### src/rtl/tmr_pkg.sv
package tmr_pkg;

    localparam int BYTE_W  = 8;
    localparam int LO13_W  = 5;
    localparam int CNT13_W = BYTE_W + LO13_W;
    localparam int CFG_W   = 7;

    typedef enum logic [1:0] {
        MD_13   = 2'b00,
        MD_16   = 2'b01,
        MD_RLD  = 2'b10,
        MD_HOLD = 2'b11
    } mode_e;

    typedef struct packed {
        logic       run;
        logic [1:0] psel;
        logic       gate;
        logic       ctr;
        mode_e      mode;
    } cfg_t;

    typedef struct packed {
        logic [BYTE_W-1:0] hi;
        logic [BYTE_W-1:0] lo;
    } cnt_t;

    typedef struct packed {
        cnt_t val;
        logic wrap;
    } step_t;

    // one advance of the count in the given layout
    function automatic step_t next_count(mode_e m, cnt_t c);
        step_t                s;
        logic [CNT13_W-1:0]   c13;
        logic [2*BYTE_W-1:0]  c16;
        s.val  = c;
        s.wrap = 1'b0;
        c13    = '0;
        c16    = '0;
        case (m)
            MD_13: begin
                c13      = {c.hi, c.lo[LO13_W-1:0]} + CNT13_W'(1);
                s.wrap   = &{c.hi, c.lo[LO13_W-1:0]};
                s.val.hi = c13[CNT13_W-1:LO13_W];
                s.val.lo = {{(BYTE_W-LO13_W){1'b0}}, c13[LO13_W-1:0]};
            end
            MD_16: begin
                c16    = c + (2*BYTE_W)'(1);
                s.wrap = &c;
                s.val  = c16;
            end
            MD_RLD: begin
                if (&c.lo) begin
                    s.val.lo = c.hi;
                    s.wrap   = 1'b1;
                end else begin
                    s.val.lo = c.lo + BYTE_W'(1);
                end
            end
            default: ;
        endcase
        return s;
    endfunction

endpackage

### src/rtl/tmr_prescale.sv
module tmr_prescale #(
    parameter int DIV_STD  = 12,
    parameter int DIV_SLOW = 96
) (
    input  logic       clk,
    input  logic       rst,
    input  logic       run,
    input  logic [1:0] psel,
    output logic       tick
);
    localparam int PW = (DIV_SLOW > 2) ? $clog2(DIV_SLOW) : 1;

    logic [PW-1:0] cnt;
    logic [PW-1:0] lim;

    always_comb begin
        case (psel)
            2'b01:   lim = '0;
            2'b10:   lim = PW'(DIV_SLOW - 1);
            default: lim = PW'(DIV_STD - 1);
        endcase
    end

    assign tick = run && (cnt >= lim);

    always_ff @(posedge clk) begin
        if (rst || !run)
            cnt <= '0;
        else if (tick)
            cnt <= '0;
        else
            cnt <= cnt + PW'(1);
    end
endmodule

### src/rtl/tmr_edge.sv
module tmr_edge (
    input  logic clk,
    input  logic rst,
    input  logic pin,
    output logic fall
);
    logic s_now;
    logic s_old;

    always_ff @(posedge clk) begin
        if (rst) begin
            s_now <= 1'b0;
            s_old <= 1'b0;
        end else begin
            s_now <= pin;
            s_old <= s_now;
        end
    end

    assign fall = s_old && !s_now;
endmodule

### src/rtl/tmr_count.sv
module tmr_count
    import tmr_pkg::*;
(
    input  logic              clk,
    input  logic              rst,
    input  mode_e             mode,
    input  logic              inc,
    input  logic              wr_en,
    input  logic              wr_hi,
    input  logic [BYTE_W-1:0] wr_data,
    input  logic              ovf_clr,
    output cnt_t              count,
    output logic              ovf
);
    step_t step;
    logic  adv;

    always_comb step = next_count(mode, count);

    assign adv = inc && !wr_en && (mode != MD_HOLD);

    always_ff @(posedge clk) begin
        if (rst) begin
            count <= '0;
        end else if (wr_en) begin
            if (wr_hi)
                count.hi <= wr_data;
            else if (mode == MD_13)
                count.lo <= {{(BYTE_W-LO13_W){1'b0}}, wr_data[LO13_W-1:0]};
            else
                count.lo <= wr_data;
        end else if (adv) begin
            count <= step.val;
        end
    end

    always_ff @(posedge clk) begin
        if (rst)
            ovf <= 1'b0;
        else if (adv && step.wrap)
            ovf <= 1'b1;
        else if (ovf_clr)
            ovf <= 1'b0;
    end
endmodule

### src/rtl/tmr_channel.sv
module tmr_channel
    import tmr_pkg::*;
#(
    parameter int DIV_STD  = 12,
    parameter int DIV_SLOW = 96
) (
    input  logic              clk,
    input  logic              rst,
    input  logic              cfg_we,
    input  logic [CFG_W-1:0]  cfg_wdata,
    input  logic              cnt_we,
    input  logic              cnt_sel,
    input  logic [BYTE_W-1:0] cnt_wdata,
    output logic [BYTE_W-1:0] cnt_rdata,
    input  logic              gate_pin,
    input  logic              count_pin,
    input  logic              ovf_clr,
    output logic              ovf_flag
);
    cfg_t cfg;
    cnt_t count;
    logic tick;
    logic fall;
    logic enable;
    logic inc;

    always_ff @(posedge clk) begin
        if (rst)
            cfg <= '0;
        else if (cfg_we)
            cfg <= cfg_t'(cfg_wdata);
    end

    assign enable = cfg.run && (!cfg.gate || gate_pin);
    assign inc    = enable && (cfg.ctr ? fall : tick);

    tmr_prescale #(
        .DIV_STD  (DIV_STD),
        .DIV_SLOW (DIV_SLOW)
    ) u_pre (
        .clk  (clk),
        .rst  (rst),
        .run  (cfg.run),
        .psel (cfg.psel),
        .tick (tick)
    );

    tmr_edge u_edge (
        .clk  (clk),
        .rst  (rst),
        .pin  (count_pin),
        .fall (fall)
    );

    tmr_count u_cnt (
        .clk     (clk),
        .rst     (rst),
        .mode    (cfg.mode),
        .inc     (inc),
        .wr_en   (cnt_we),
        .wr_hi   (cnt_sel),
        .wr_data (cnt_wdata),
        .ovf_clr (ovf_clr),
        .count   (count),
        .ovf     (ovf_flag)
    );

    assign cnt_rdata = cnt_sel ? count.hi : count.lo;
endmodule

### config.mk
export PLATFORM = sky130hd
export DESIGN_NAME = tmr_channel
export DESIGN_NICKNAME = d
export VERILOG_FILES = /design/src/rtl/tmr_pkg.sv /design/src/rtl/tmr_prescale.sv /design/src/rtl/tmr_edge.sv /design/src/rtl/tmr_count.sv /design/src/rtl/tmr_channel.sv
export SDC_FILE = /design/constraint.sdc
export NUM_CORES = 1
export LEC_CHECK = 0
export ABC_CLOCK_PERIOD_IN_PS = 4900
export BUFFER_PORTS_ARGS = -buffer_cell sky130_fd_sc_hd__buf_4
export CELL_PAD_IN_SITES_DETAIL_PLACEMENT = 0
export CELL_PAD_IN_SITES_GLOBAL_PLACEMENT = 1
export CORE_MARGIN = 1.5
export CORE_UTILIZATION = 29
export DETAILED_ROUTE_END_ITERATION = 16
export GPL_ROUTABILITY_DRIVEN = 0
export GPL_TIMING_DRIVEN = 0
export PLACE_DENSITY_LB_ADDON = 0.1
export REMOVE_ABC_BUFFERS = 1
export SYNTH_ARGS = -nofsm -noshare
export SYNTH_HDL_FRONTEND = slang
export SYNTH_HIERARCHICAL = 1
export SYNTH_SLANG_ARGS = --single-unit
### constraint.sdc
create_clock -name clk -period 4.9 [get_ports clk]
set_clock_uncertainty 0.15 [all_clocks]
set_input_delay 0.49 -clock clk [delete_from_list [all_inputs] [get_ports clk]]
set_output_delay 0.49 -clock clk [all_outputs]
set_load 0.02 [all_outputs]
Yosys cells after proc, flatten, opt, wreduce, memory -nomap -nowiden
Index checks and enable logic that the tools add are counted.
Word-level totals
  register bits after elaboration: 33
  input port bits: 23
  logic and storage cells: 61
  output and inout port bits: 9
Operators by class
  order comparisons: 1
  multiplexer cells: 14
  $add $sub $neg: 4
  eq/ne operators: 7
  reduce and logical (&&, ||, !) cells: 24
Operator list (number)
  8-bit 2-to-1 mux: 5
  16-bit 2-to-1 mux: 2
  9-bit case mux with 3 select lines: 1
  16-bit by 1-bit adder with 16-bit output, second input constant: 1
  8-bit case mux with 2 select lines: 1
  16-bit AND reduction: 1
  7-bit case mux with 2 select lines: 1
  13-bit by 1-bit adder with 13-bit output, second input constant: 1
  13-bit AND reduction: 1
  8-bit by 1-bit adder with 8-bit output, second input constant: 1
  8-bit AND reduction: 1
  7-bit by 1-bit adder with 7-bit output, second input constant: 1
  7-bit greater-or-equal comparator: 1
  1-bit logical AND: 7
  3-bit AND reduction: 2
  2-bit by 1-bit equality test with 1-bit output, second input constant: 2
  2-bit equality test, second input constant: 2
  1-bit logical NOT: 4
  1-bit 2-to-1 mux: 4
  2-bit inequality test, second input constant: 2
  2-bit nonzero test: 2
  4-bit nonzero test: 1
  3-bit nonzero test: 1
  2-bit logical NOT: 1
  other kinds (3): 4

Depth between registers and ports, before layout
  depth in word-level cells: 10
  depth in mapped cells: 15
  gate-level depth less buffers: 14

By module
The synthesis kept the hierarchy.
Modules (own cells, without submodules)
  tmr_count: seq. area each 340.3 um^2, area each 1323.8 um^2, times used 1, cells an instance 181
  tmr_prescale: seq. area each 140.1 um^2, area each 451.7 um^2, times used 1, cells an instance 48
  tmr_channel: seq. area each 140.1 um^2, area each 369.1 um^2, times used 1, cells an instance 34
  tmr_edge: seq. area each 40.0 um^2, area each 61.3 um^2, times used 1, cells an instance 5

Worst setup path after synthesis
No wires, ideal clock.
  path type: register to register
  start: register cfg[5] (netlist name)
  end: register u_cnt/count[7] (netlist name)
  period minus slack after synthesis: 2827 ps
  data arrival time: 2547 ps
  library setup time: 130 ps
  slack: 2073 ps
  path buffers: 1
  stages on the path, launching flop included: 14
  required time: 4620 ps
  cells stage by stage: dfxtp_1 > nand2b_1 > ha_1 > nand2b_4 > a211oi_2 > nor2_2 > o31a_1 > mux2_1 > and3_1 > nand2b_1 > o21ai_0 > clkbuf_1 > o211ai_1 > o41ai_1
Between the ends
  cells in the longest elaborated chain, start to end: 10
  elaborated cells between the ends (all ways): 11
  those cells by class: order compare (1); eq/ne (2); mux (2); reduce/logical (6)
Ends and longest elaborated chain
  start, declared: RTL line tmr_channel.sv:20  | cfg_t cfg;
  start signal, assigned: RTL line tmr_channel.sv:31  | cfg <= cfg_t'(cfg_wdata);
  2-bit equality test / 2-bit by 1-bit equality test with 1-bit output (equally long branches): RTL line tmr_prescale.sv:17  | case (psel)
  7-bit case mux with 2 select lines (*): RTL line tmr_prescale.sv:17
  7-bit greater-or-equal comparator (*): RTL line tmr_prescale.sv:24  | assign tick = run && (cnt >= lim);
  1-bit logical AND (*): RTL line tmr_prescale.sv:24
  via tick: RTL line tmr_channel.sv:22  | logic tick;
  1-bit 2-to-1 mux (*): RTL line tmr_channel.sv:35  | assign inc = enable && (cfg.ctr ? fall : tick);
  1-bit logical AND (*): RTL line tmr_channel.sv:35
  via inc: RTL line tmr_channel.sv:25  | logic inc;
  1-bit logical AND (*) (2 in a row): RTL line tmr_count.sv:20  | assign adv = inc && !wr_en && (mode != MD_HOLD);
  2-bit nonzero test (no source line) (*)
  3-bit AND reduction (no source line) (*)
Mark *: on every way through the listed nets, which the timed path passes. The rest lies on a longest branch.
A chain may end at the register's enable or synchronous reset.

Worst setup path after layout
  start: register u_pre.cnt[0]
  end: register u_cnt/count[14] (netlist name)
Between the ends
  cells in the longest elaborated chain, start to end: 8
Ends and longest elaborated chain
  start, declared: RTL line tmr_prescale.sv:13  | logic [PW-1:0] cnt;
  start signal, assigned: RTL line tmr_prescale.sv:32  | cnt <= cnt + PW'(1);
  7-bit greater-or-equal comparator: RTL line tmr_prescale.sv:24
  1-bit logical AND: RTL line tmr_prescale.sv:24
  via tick: RTL line tmr_channel.sv:22
  1-bit 2-to-1 mux: RTL line tmr_channel.sv:35
  1-bit logical AND: RTL line tmr_channel.sv:35
  via inc: RTL line tmr_channel.sv:25
  1-bit logical AND (2 in a row): RTL line tmr_count.sv:20
  2-bit nonzero test (no source line)
  3-bit AND reduction (no source line)
The timed path passes the listed nets, and every way through them passes these cells.

==> impl_metrics.yaml <==
yosys:
  post_synth_main_area_contributors: "sky130_fd_sc_hd__dfxtp_1 30%, sky130_fd_sc_hd__nor2_1 5.4%, sky130_fd_sc_hd__ha_1 4.5%"
  yosysSeqAreaShare_pct: 29.9
  synthDominantAreaCellType: "sky130_fd_sc_hd__dfxtp_1"
  ys_dominant_reg_cell: "sky130_fd_sc_hd__dfxtp_1"
  synthesized_instance_count: 268
  synth_top_cells_by_count: "33 x sky130_fd_sc_hd__dfxtp_1, 32 x sky130_fd_sc_hd__nor2_1, 17 x sky130_fd_sc_hd__o21ai_0"
  synthesis.area_mm2: 0.00221
  synthesis.yosys.warnings: 6
  synth.top_cell.area_share_pct: 29.9
  number_of_synthesized_register_bits: 33
  yosysMostFrequentCell: "sky130_fd_sc_hd__dfxtp_1"
  synth.avg_cell_area_um2: 8.23
  synth-edff-count: 0
  async_set_or_reset_register_ratio_after_synthesis_pct: 0
  synth_cell_type_count: 63
sta:
  report.final.slew_viol_count: 0
  final_period_minus_worst_setup_slack_ns: 3.19
  worst_pin_slew_ns: 0.768
  fin_setup_tns_ns: 0
  rsz0062_at_grt: "no"
  timing.final.hold_violations: 0
  final_min_period_over_clock_period_pct: 65.0
  final_critical_path_setup_slack_ns: 1.71
  setup-violations-final: 0
  fmax_mhz: 314
  slew_headroom_pct: 48.1
die:
  chipWidth_um: 90.2
  dieArea_mm2: 0.00814
  design.portCount: 32
  core_area_mm2: 0.00729
  std_cell_rows: 31
  start_util_pct: 30.3
  die_y_extent_um: 90.2
placed_design:
  place_area_mm2: 0.00252
  place_ws_ns: 1.71
  count_of_buffers_from_port_buffering: 31
  detailed_place_hpwl_mm: 4.53
clocking:
  clkTransAtPathRegs_ns: 0.07
  worstSkewPairLatency_ns: 0.29
  cts_resized: 0
  htree_levels: 2
  max-clock-path-buffers: 2
  cts_tree: "done"
  ctsRootBufferMaster: "sky130_fd_sc_hd__clkbuf_8"
  cts.sinks: 33
  cts_made_buffers: 5
  post_cts_hold_buffer_count: 0
  cts_setup_buffers: 0
worst_setup_path:
  worst-endpoint-arrival_ns: 3.28
  critical_path_type: "reg2reg"
  timing.reg2reg.setup_slack_ns: 1.71
  worstSetupStartpoint: "u_pre/cnt[0]"
  start_kind: "flip-flop"
  cp_data_required_time_ns: 4.99
  end_kind: "flip-flop"
  r2r-start: "u_pre/cnt[0]"
  path_max_fanout: 8
  cp-endpoint: "u_cnt/count[14]"
  r2r.worst_path.cells: 13
  crit-reg2reg-capture: "u_cnt/count[14]"
power_and_ir_drop:
  p_sw_share_pct: 30.0
  cellLeakagePower_nw: 1.00
  finalPower_mw: 0.616
  vdd_drop_max_mv: 0.0772
  power_per_cell_area_mw_per_mm2: 236
  part_of_the_power_in_registers_pct: 49.4
  comb_power_share_pct: 17.2
  switchingPower_mw: 0.185
  cellInternalPower_mw: 0.431
  p_clk_share_pct: 33.5
detailed_routing:
  drt-pass1-iter-count: 4
  detail_route.drc_violations: 0
  routed_wire_length_per_instance_um: 15.9
  detail-route-antenna-nets: 0
  detail_route.iter0.violations: 106
  vias: 2096
  total_routed_wirelength_mm: 6.33
  routed_via_density: 5.27
layout:
  post-route-cell-area_mm2: 0.00261
  num_antenna_cells: 0
  layout_cells_sized_above_1_pct: 20.1
  num-nets-final: 329
  nFillCells: 790
  synthToLayoutAreaGrowth_pct: 18.3
status:
  run_status: "finished, final reports clean"
global_route:
  grt_antenna_before_repair: 0
  first_global_vias: 2057
  grt_start_max_net_pins: 36
  grtUsageTotal_pct: 16.4
  wire_length_of_the_first_global_routing_pass_mm: 10.8
  sum_of_overflow_across_all_layers_after_global_routing: 0
worst_hold_path:
  min-delay-path-class: "in2reg"
run:
  max-cap-violations: 0
[cells in the final DEF, fill, tap and decap left out, drive strengths merged, types with 4 or more instances in the layout]
cell type,count
xor2,4
ha,8
nand3,13
a22oi,4
clkbuf,5
buf,32
mux2i,9
a21oi,14
a211oi,6
a31oi,6
mux2,9
nor2,33
nor3,6
dfxtp,33
nor2b,8
nand2b,8
nand2,16
inv,7
o21ai,18
and3,7
[through the flow]
stage | utilization [%] | hold WS, ns | cells
after floorplan | - | 0.290 | 259
after global placement | 34.5 | 0.314 | 389
after detailed placement | 34.6 | 0.310 | 390
after CTS | 35.8 | 0.271 | 398
after global routing | 35.8 | 0.295 | 398
final | 35.8 | 0.278 | 398
[worst min path at each step]
stage	start	end	slack, ns	cells after the start
5_1_grt	cfg_wdata[1]	cfg[1]	0.29	3
4_1_cts	count_pin	u_edge/s_now	0.27	2
3_3_place_gp	u_edge/s_now	u_edge/s_old	0.31	1
2_1_floorplan	u_edge/s_now	u_edge/s_old	0.29	1
3_5_place_dp	u_edge/s_now	u_edge/s_old	0.31	1
6_report	count_pin	u_edge/s_now	0.28	2
[critical path: stages, from the launching register on]
cell and delay, ns:
sky130_fd_sc_hd__dfxtp_1 0.43, sky130_fd_sc_hd__inv_1 0.08, sky130_fd_sc_hd__ha_1 0.29, sky130_fd_sc_hd__nand2b_4 0.14, sky130_fd_sc_hd__a211oi_2 0.29, sky130_fd_sc_hd__nor2_2 0.05, sky130_fd_sc_hd__o31a_1 0.28, sky130_fd_sc_hd__mux2_1 0.28
sky130_fd_sc_hd__and3_1 0.19, sky130_fd_sc_hd__nand2b_1 0.18, sky130_fd_sc_hd__o21a_1 0.34, sky130_fd_sc_hd__o21ai_0 0.17, sky130_fd_sc_hd__a21oi_1 0.16, sky130_fd_sc_hd__or3_1 0.11
[state kept, by name, summed over array words and instances, names as in the netlist]
name and count:
u_cnt/count 16, u_edge/s_now 1, u_edge/s_old 1, u_pre/cnt 7, cfg 7, u_cnt/ovf 1
[routing by layer]
metal,wire [um],track usage [%],up-vias
met1,3270,23.2,981
met3,247,3.05,9
li1,-,-,1060
met2,2700,24.9,46
met4,109,5.56,0
met5,0,0,-
[power groups by stage]
stage	clock network (mW)	logic [mW]	registers [mW]
floorplan	0	0.0621	0.303
global placement	0	0.106	0.311
detailed placement	0	0.106	0.311
CTS	0.221	0.107	0.304
global route	0.226	0.119	0.308
finish	0.206	0.106	0.304
[cells by family after synthesis]
kind of cell | after synthesis | synth area share (%)
simple gates | 115 | 29.1
compound gates | 72 | 22.1
flops | 33 | 29.9
mux | 18 | 8.68
buf+inv | 16 | 3.29
fa+ha+maj | 8 | 4.54
xor+xnor | 6 | 2.38
[area by class of cell]
class	count	area, um^2	share of cell area (%)
clock buffer	5	68.8	2.64
clock inverter	3	17.5	0.671
inverter	7	26.3	1.01
multi-input combinational	219	1470	56.4
sequential	33	661	25.3
tap	99	124	4.75
timing repair buffer	32	240	9.20
Power figures use the tool's default switching activity.
